File: config.mk
export PLATFORM = sky130hd
export DESIGN_NAME = bus_arbiter_ctl
export DESIGN_NICKNAME = d
export VERILOG_FILES = /design/src/rtl/arb_pkg.sv /design/src/rtl/arb_sync.sv /design/src/rtl/arb_fsm.sv /design/src/rtl/arb_float.sv /design/src/rtl/bus_arbiter_ctl.sv
export SDC_FILE = /design/constraint.sdc
export NUM_CORES = 1
export LEC_CHECK = 0
export BUFFER_PORTS_ARGS = -buffer_cell sky130_fd_sc_hd__buf_2
export CAP_MARGIN = 20
export CORE_AREA = 4 4 41 43
export CTS_BUF_LIST = sky130_fd_sc_hd__clkbuf_2
export DETAILED_ROUTE_END_ITERATION = 10
export DIE_AREA = 0 0 45 47
export GPL_ROUTABILITY_DRIVEN = 0
export SLEW_MARGIN = 25
export SYNTH_ARGS = -nofsm -noshare
export SYNTH_HDL_FRONTEND = slang
export SYNTH_SLANG_ARGS = --single-unit
File: constraint.sdc
create_clock -name clk -period 1.16 [get_ports clk]
set_clock_uncertainty 0.1 [all_clocks]
set_input_delay 0.232 -clock clk [delete_from_list [all_inputs] [get_ports clk]]
set_output_delay 0.232 -clock clk [all_outputs]
set_load 0.05 [all_outputs]
File: src/rtl/arb_pkg.sv
// Package: shared types for the external bus arbitration controller.
// Assumes: 3-bit state codes; codes 1 and 4 are left unused by design.
package arb_pkg;
    localparam int ARB_STATE_W = 3;

    typedef enum logic [ARB_STATE_W-1:0] {
        ARB_IDLE  = 3'd0,
        ARB_GRANT = 3'd2,
        ARB_OWNED = 3'd3
    } arb_state_e;
endpackage

File: src/rtl/arb_sync.sv
// Module: arb_sync
// Multi-bit, multi-stage flop synchronizer for independent asynchronous
// single-bit inputs. Assumes each bit is a level that is held well over
// one clock period; it gives no coherence between bits.
module arb_sync #(
    parameter int WIDTH  = 2,
    parameter int STAGES = 2
) (
    input  logic             clk,
    input  logic             rst_n,
    input  logic [WIDTH-1:0] async_i,
    output logic [WIDTH-1:0] sync_o
);
    localparam int LAST = STAGES - 1;

    for (genvar b = 0; b < WIDTH; b++) begin : g_bit
        logic [LAST:0] chain_q;

        // Shift the raw level through the chain, cleared by reset.
        always_ff @(posedge clk) begin
            if (!rst_n) begin
                chain_q <= '0;
            end else begin
                chain_q <= {chain_q[LAST-1:0], async_i[b]};
            end
        end

        assign sync_o[b] = chain_q[LAST];
    end
endmodule

File: src/rtl/arb_fsm.sv
// Module: arb_fsm
// Arbitration state machine. Moves between idle, granted and externally
// owned on synchronized request/acknowledge. Assumes req_s/ack_s are
// already synchronous. Unused codes fall back to idle.
module arb_fsm
    import arb_pkg::*;
(
    input  logic       clk,
    input  logic       rst_n,
    input  logic       req_s,
    input  logic       ack_s,
    input  logic       locked_i,
    output arb_state_e state_o
);
    arb_state_e state_q;
    arb_state_e state_d;

    // Next-state decision from the synchronized inputs and the lock.
    always_comb begin
        state_d = state_q;
        unique case (state_q)
            ARB_IDLE: begin
                if (ack_s) begin
                    state_d = ARB_OWNED;
                end else if (req_s && !locked_i) begin
                    state_d = ARB_GRANT;
                end
            end
            ARB_GRANT: begin
                if (ack_s) begin
                    state_d = ARB_OWNED;
                end else if (!req_s) begin
                    state_d = ARB_IDLE;
                end
            end
            ARB_OWNED: begin
                if (!ack_s) begin
                    state_d = req_s ? ARB_GRANT : ARB_IDLE;
                end
            end
            default: state_d = ARB_IDLE;
        endcase
    end

    // State register with synchronous reset to idle.
    always_ff @(posedge clk) begin
        if (!rst_n) begin
            state_q <= ARB_IDLE;
        end else begin
            state_q <= state_d;
        end
    end

    assign state_o = state_q;
endmodule

File: src/rtl/arb_float.sv
// Module: arb_float
// Float control for the local drivers. Sets a flag once the owned state
// sees strobe and lock both clear, and holds it while ownership lasts.
// The output is gated by the owned state, so drivers come back in the
// same cycle the state leaves owned.
module arb_float (
    input  logic clk,
    input  logic rst_n,
    input  logic owned_i,
    input  logic strobe_i,
    input  logic locked_i,
    output logic float_o
);
    logic float_q;
    logic bus_quiet;

    assign bus_quiet = !strobe_i && !locked_i;

    // Arm the float once the local bus is quiet during ownership.
    always_ff @(posedge clk) begin
        if (!rst_n) begin
            float_q <= 1'b0;
        end else begin
            float_q <= owned_i && (float_q || bus_quiet);
        end
    end

    assign float_o = float_q && owned_i;
endmodule

File: src/rtl/bus_arbiter_ctl.sv
// Module: bus_arbiter_ctl (top)
// External bus arbitration controller: synchronizes the outside request
// and acknowledge, runs the arbitration state machine, registers the
// grant and drives the local tri-state enable. Assumes strobe_i and
// locked_i are synchronous to clk.
module bus_arbiter_ctl
    import arb_pkg::*;
#(
    parameter int SYNC_STAGES = 2
) (
    input  logic clk,
    input  logic rst_n,
    input  logic ext_req_i,
    input  logic ext_ack_i,
    input  logic strobe_i,
    input  logic locked_i,
    output logic grant_o,
    output logic float_o
);
    localparam int N_ASYNC = 2;
    localparam int IDX_REQ = 0;
    localparam int IDX_ACK = 1;

    logic [N_ASYNC-1:0] raw_in;
    logic [N_ASYNC-1:0] sync_in;
    logic               req_s;
    logic               ack_s;
    arb_state_e         state_q;
    logic               grant_q;

    assign raw_in[IDX_REQ] = ext_req_i;
    assign raw_in[IDX_ACK] = ext_ack_i;

    arb_sync #(
        .WIDTH  (N_ASYNC),
        .STAGES (SYNC_STAGES)
    ) u_sync (
        .clk     (clk),
        .rst_n   (rst_n),
        .async_i (raw_in),
        .sync_o  (sync_in)
    );

    assign req_s = sync_in[IDX_REQ];
    assign ack_s = sync_in[IDX_ACK];

    arb_fsm u_fsm (
        .clk      (clk),
        .rst_n    (rst_n),
        .req_s    (req_s),
        .ack_s    (ack_s),
        .locked_i (locked_i),
        .state_o  (state_q)
    );

    // Grant pin lags the granted state by one register.
    always_ff @(posedge clk) begin
        if (!rst_n) begin
            grant_q <= 1'b0;
        end else begin
            grant_q <= (state_q == ARB_GRANT);
        end
    end

    assign grant_o = grant_q;

    arb_float u_float (
        .clk      (clk),
        .rst_n    (rst_n),
        .owned_i  (state_q == ARB_OWNED),
        .strobe_i (strobe_i),
        .locked_i (locked_i),
        .float_o  (float_o)
    );
endmodule

# After elaboration in Yosys (flattened, before gate mapping)
# Index checks and enable logic that the tools add are counted.
[totals] rom_bits=0 elab_cells=26 memories=0 latchBits=0 output_inout_bits=2 regBits=9 ramBits=0 inputBits=6
[classes] bitwise_logic=0 n_mul=0 reduce_logical=9 n_mux=7 addsub=0 n_eq_ne=5 shifts=0 n_lt_le_gt_ge=0 div=0
[op_table] cell="$mux 3" n=5
[op_table] cell="$pmux 3 s3" n=1
[op_table] cell="$eq 3x2->1 const B" n=2
[op_table] cell="$logic_and 1x1->1" n=4
[op_table] cell="$logic_not 3->1" n=1
[op_table] cell="$ne 3x2->1 const B" n=1
[op_table] cell="$ne 3x3->1 const B" n=1
[op_table] cell="$reduce_and 3->1" n=1
[op_table] cell="$logic_not 1->1" n=2
[op_table] cell="$mux 2" n=1
[op_table] cell="$ne 2x2->1 const B" n=1
[op_table] cell="$logic_or 1x1->1" n=1

# Depth between registers and ports, before layout
[depth] ltp_word=5 mapped_depth=3 depth_no_buf=3

# Cells and area by module
# A second synthesis with hierarchy kept.
[unflattened] cells_unflattened=27 hier_area_um2=290.3
[modules_own_cells] mod="arb_sync" area_each_um2=120.1 cells_each=10 seq_area_each_um2=80.1 n_inst=1
[modules_own_cells] mod="arb_fsm" area_each_um2=87.6 cells_each=10 seq_area_each_um2=40.0 n_inst=1
[modules_own_cells] mod="bus_arbiter_ctl" area_each_um2=42.5 cells_each=3 seq_area_each_um2=20.0 n_inst=1
[modules_own_cells] mod="arb_float" area_each_um2=40.0 cells_each=4 seq_area_each_um2=20.0 n_inst=1

# Least setup slack after synthesis
# OpenSTA, ideal clock, no wires.
[synth_path] kind="reg2out" startpoint="reg u_fsm.state_q[0], in the netlist u_fsm.state_o[0]" endpoint="out float_o" required_time_ns=0.828 setup_slack_ns=-0.011 n_path_buf=0 arrival_ns=0.839 path_stages_with_launch=2 path_cell_list="dfxtp_1 -> and3_1"
[synth_via] elab_chain_len=2
[synth_lines] element="from (decl)" line_no="arb_fsm.sv:15" source="arb_state_e state_q;"
[synth_lines] element="from (signal assigned)" line_no="arb_fsm.sv:50" source="state_q <= state_d;"
[synth_lines] element="$eq 3x2->1" line_no="bus_arbiter_ctl.sv:70" source=".owned_i (state_q == ARB_OWNED),"
[synth_lines] element="$logic_and 1x1->1" line_no="arb_float.sv:28" source="assign float_o = float_q && owned_i;"
[synth_lines] element="to (decl)" line_no="bus_arbiter_ctl.sv:18" source="output logic float_o"
# No other way between the ends.

# Final worst setup path
[layout_path] startpoint="reg u_float.float_q" endpoint="out float_o"
[layout_via] elab_chain_len=1
[layout_lines] element="from (decl)" line_no="arb_float.sv:14" source="logic float_q;"
[layout_lines] element="from (signal assigned)" line_no="arb_float.sv:24" source="float_q <= owned_i && (float_q || bus_quiet);"
[layout_lines] element="$logic_and 1x1->1" line_no="arb_float.sv:28"
# No other way between the ends.

==> reports/qor.yml <==
post-route-period-util_pct: 105.1
yosysUniqueCellTypes: 11
status: "finished with violations"
gr-total-overflow: 0
rsz0062_at_grt: "true"
arrival_ns: 0.89
met1_usage_pct: 4.128
fin_nets: 42
antenna_left: 0
synth_area_um2: 250.2
dpl.hpwl_um: 298
syn_to_final_growth_pct: 41.00
ys_warn_count: 0
max-vdd-ir-drop_mv: 0.5706
track_usage_pct: 4.675
setup_viol: 1
grt_max_degree: 9
rows: 13
fin_setup_tns_ns: -0.05930
die_w_um: 45
max_cap_violations: 0
clk_pin_slew_ns: 0.08
violations: "setup timing"
power_uw: 480.6
htree_levels: 1
io_buffer_count: 7
endpoint_kind: "output port"
tightest_slew_ns: 0.2470
via_per_inst: 3.939
instances_no_fill: 49
drive_gt1_share_pct: 50.00
layout_min_cycle_time_ns: 1.219
drtIter0Drc: 0
top_usage_layer: "met2"
antenna_found_initial: 0
p_leak_nw: 0.1617
powerDensity_nw_per_um2: 1362
hold_viol: 0
holdCritPathClass: "in -> reg"
use_met2_pct: 6.497
grt_pass1_vias: 174
fmax_mhz: 820.1
tritoncts: "done"
numCtsBuffers: 3
slew_viol_final: 0
fin_util_pct: 27.12
setup_ws_ns: -0.05930
start_util_pct: 19.23
gr-usage-met3_pct: 5.747
core_area_um2: 1301
cts_buffer_depth: 2
cts_root_buf: "clkbuf_2"
cts_sinks: 8
avgSynthCellArea_um2: 11.37
synth.net_count: 28
rrSetupSlack_ns: 0.26
clock_latency_ns: 0.23
dr.pass1.iters: 1
crit_fanout: 2
postSynthCellCount: 22
fillers: 139
dieHeight_um: 47
critPathKind: "reg -> out"
synth_seq_area_share_pct: 64.00
pin_count: 8
dieArea_um2: 2115
ys_ff_latch: 8
slew_headroom_pct: 83.64
worst_setup_path_start_kind: "register"
place_inst: 45
grt_pass1_wl_um: 614
drc: 0
route.vias.total: 193
wl_per_cell_um: 7.796
cts_hold_repair.buffers: 0
n_antenna_cell: 0
wirelength_um: 382
worstPathRequired_ns: 0.83
==> flip-flops by register name, summed over array words and instances (netlist names) <==
name / cells
u_float.float_q: 1
grant_o: 1
u_sync.g_bit.chain_q: 4
u_fsm.state_o: 2
==> power by group <==
group	switching, mW	internal (mW)
registers	0.00299	0.284
clock network	0.0919	0.0705
logic	0.0144	0.0166
==> through the flow <==
step	worst slack (ns)	hold slack, ns	instance area (um2)
final	-0.05930	0.1049	352.8
after CTS	-0.06819	0.09968	352.8
after global placement	0.07287	0.3136	312.8
after global routing	-0.09481	0.1049	352.8
after detailed placement	0.05059	0.3193	312.8
after floorplan	0.1083	0.2537	251.5
==> cell families after synthesis <==
logic type      after synthesis  share of synthesized area [%]
simple gates                  8                          18.50
flops                         8                          64.00
compound gates                4                          14.50
buf+inv                       2                          3.001
==> cell usage in the layout, fill, tap and decap left out <==
cell and count:
dfxtp_1 5, inv_1 2, nor3b_1 1, a21oi_2 1, and2_1 4, clkbuf_2 3
o221a_1 1, nor2_1 1, buf_8 1, dfxtp_2 3, o2111a_1 1, buf_4 2
nand2_1 1, buf_2 6, a21oi_1 1, and3_4 1
==> Yosys cell counts <==
library cell / instances / area [um2]
nand2_1: 1 / 3.750
o221a_1: 1 / 11.26
a21oi_1: 1 / 5.000
o2111a_1: 1 / 11.26
and3_1: 1 / 6.260
inv_1: 2 / 7.510
nor3b_1: 1 / 7.510
a21oi_2: 1 / 8.760
nor2_1: 1 / 3.750
dfxtp_1: 8 / 160.2
and2_1: 4 / 25.02
==> cell type report <==
| class | instances | area [um2] | area share [%] |
|---|---|---|---|
| inverter | 2 | 7.507 | 2.128 |
| timing repair buffer | 9 | 60.06 | 17.02 |
| sequential | 8 | 163.9 | 46.45 |
| tap | 15 | 18.77 | 5.319 |
| clock buffer | 3 | 15.01 | 4.255 |
| multi-input combinational | 12 | 87.58 | 24.82 |
==> worst max-delay path, stage by stage (launching register included) <==
cell     delay [ns]
dfxtp_2        0.33
and3_4         0.18
buf_8          0.14
==> final timing paths <==
path / from / endpoint / depth (start not counted)
worst min-delay path: ext_req_i / u_sync.g_bit[0].chain_q[0]$_SDFF_PN0_ / 2
worst min register to register: u_sync.g_bit[1].chain_q[1]$_SDFF_PN0_ / u_fsm.state_o[0]$_SDFFE_PN0P_ / 2
worst max-delay path: u_float.float_q$_SDFF_PN0_ / float_o / 2
worst max register to register: u_fsm.state_o[0]$_SDFFE_PN0P_ / u_fsm.state_o[1]$_SDFFE_PN0P_ / 3
==> layer usage <==
layer | up-vias | wire length (um)
li1 | 102 | -
met1 | 80 | 185
met2 | 11 | 134
met3 | 0 | 61
met4 | 0 | 0
met5 | - | 0
==> what timing repair did <==
item,4_1_cts,5_1_grt
gates cloned,0,0
pin swaps,1,0
resized for setup,7,0
buffers inserted,1,0
setup endpoints to repair,1,1
Power figures use the tool's default switching activity.
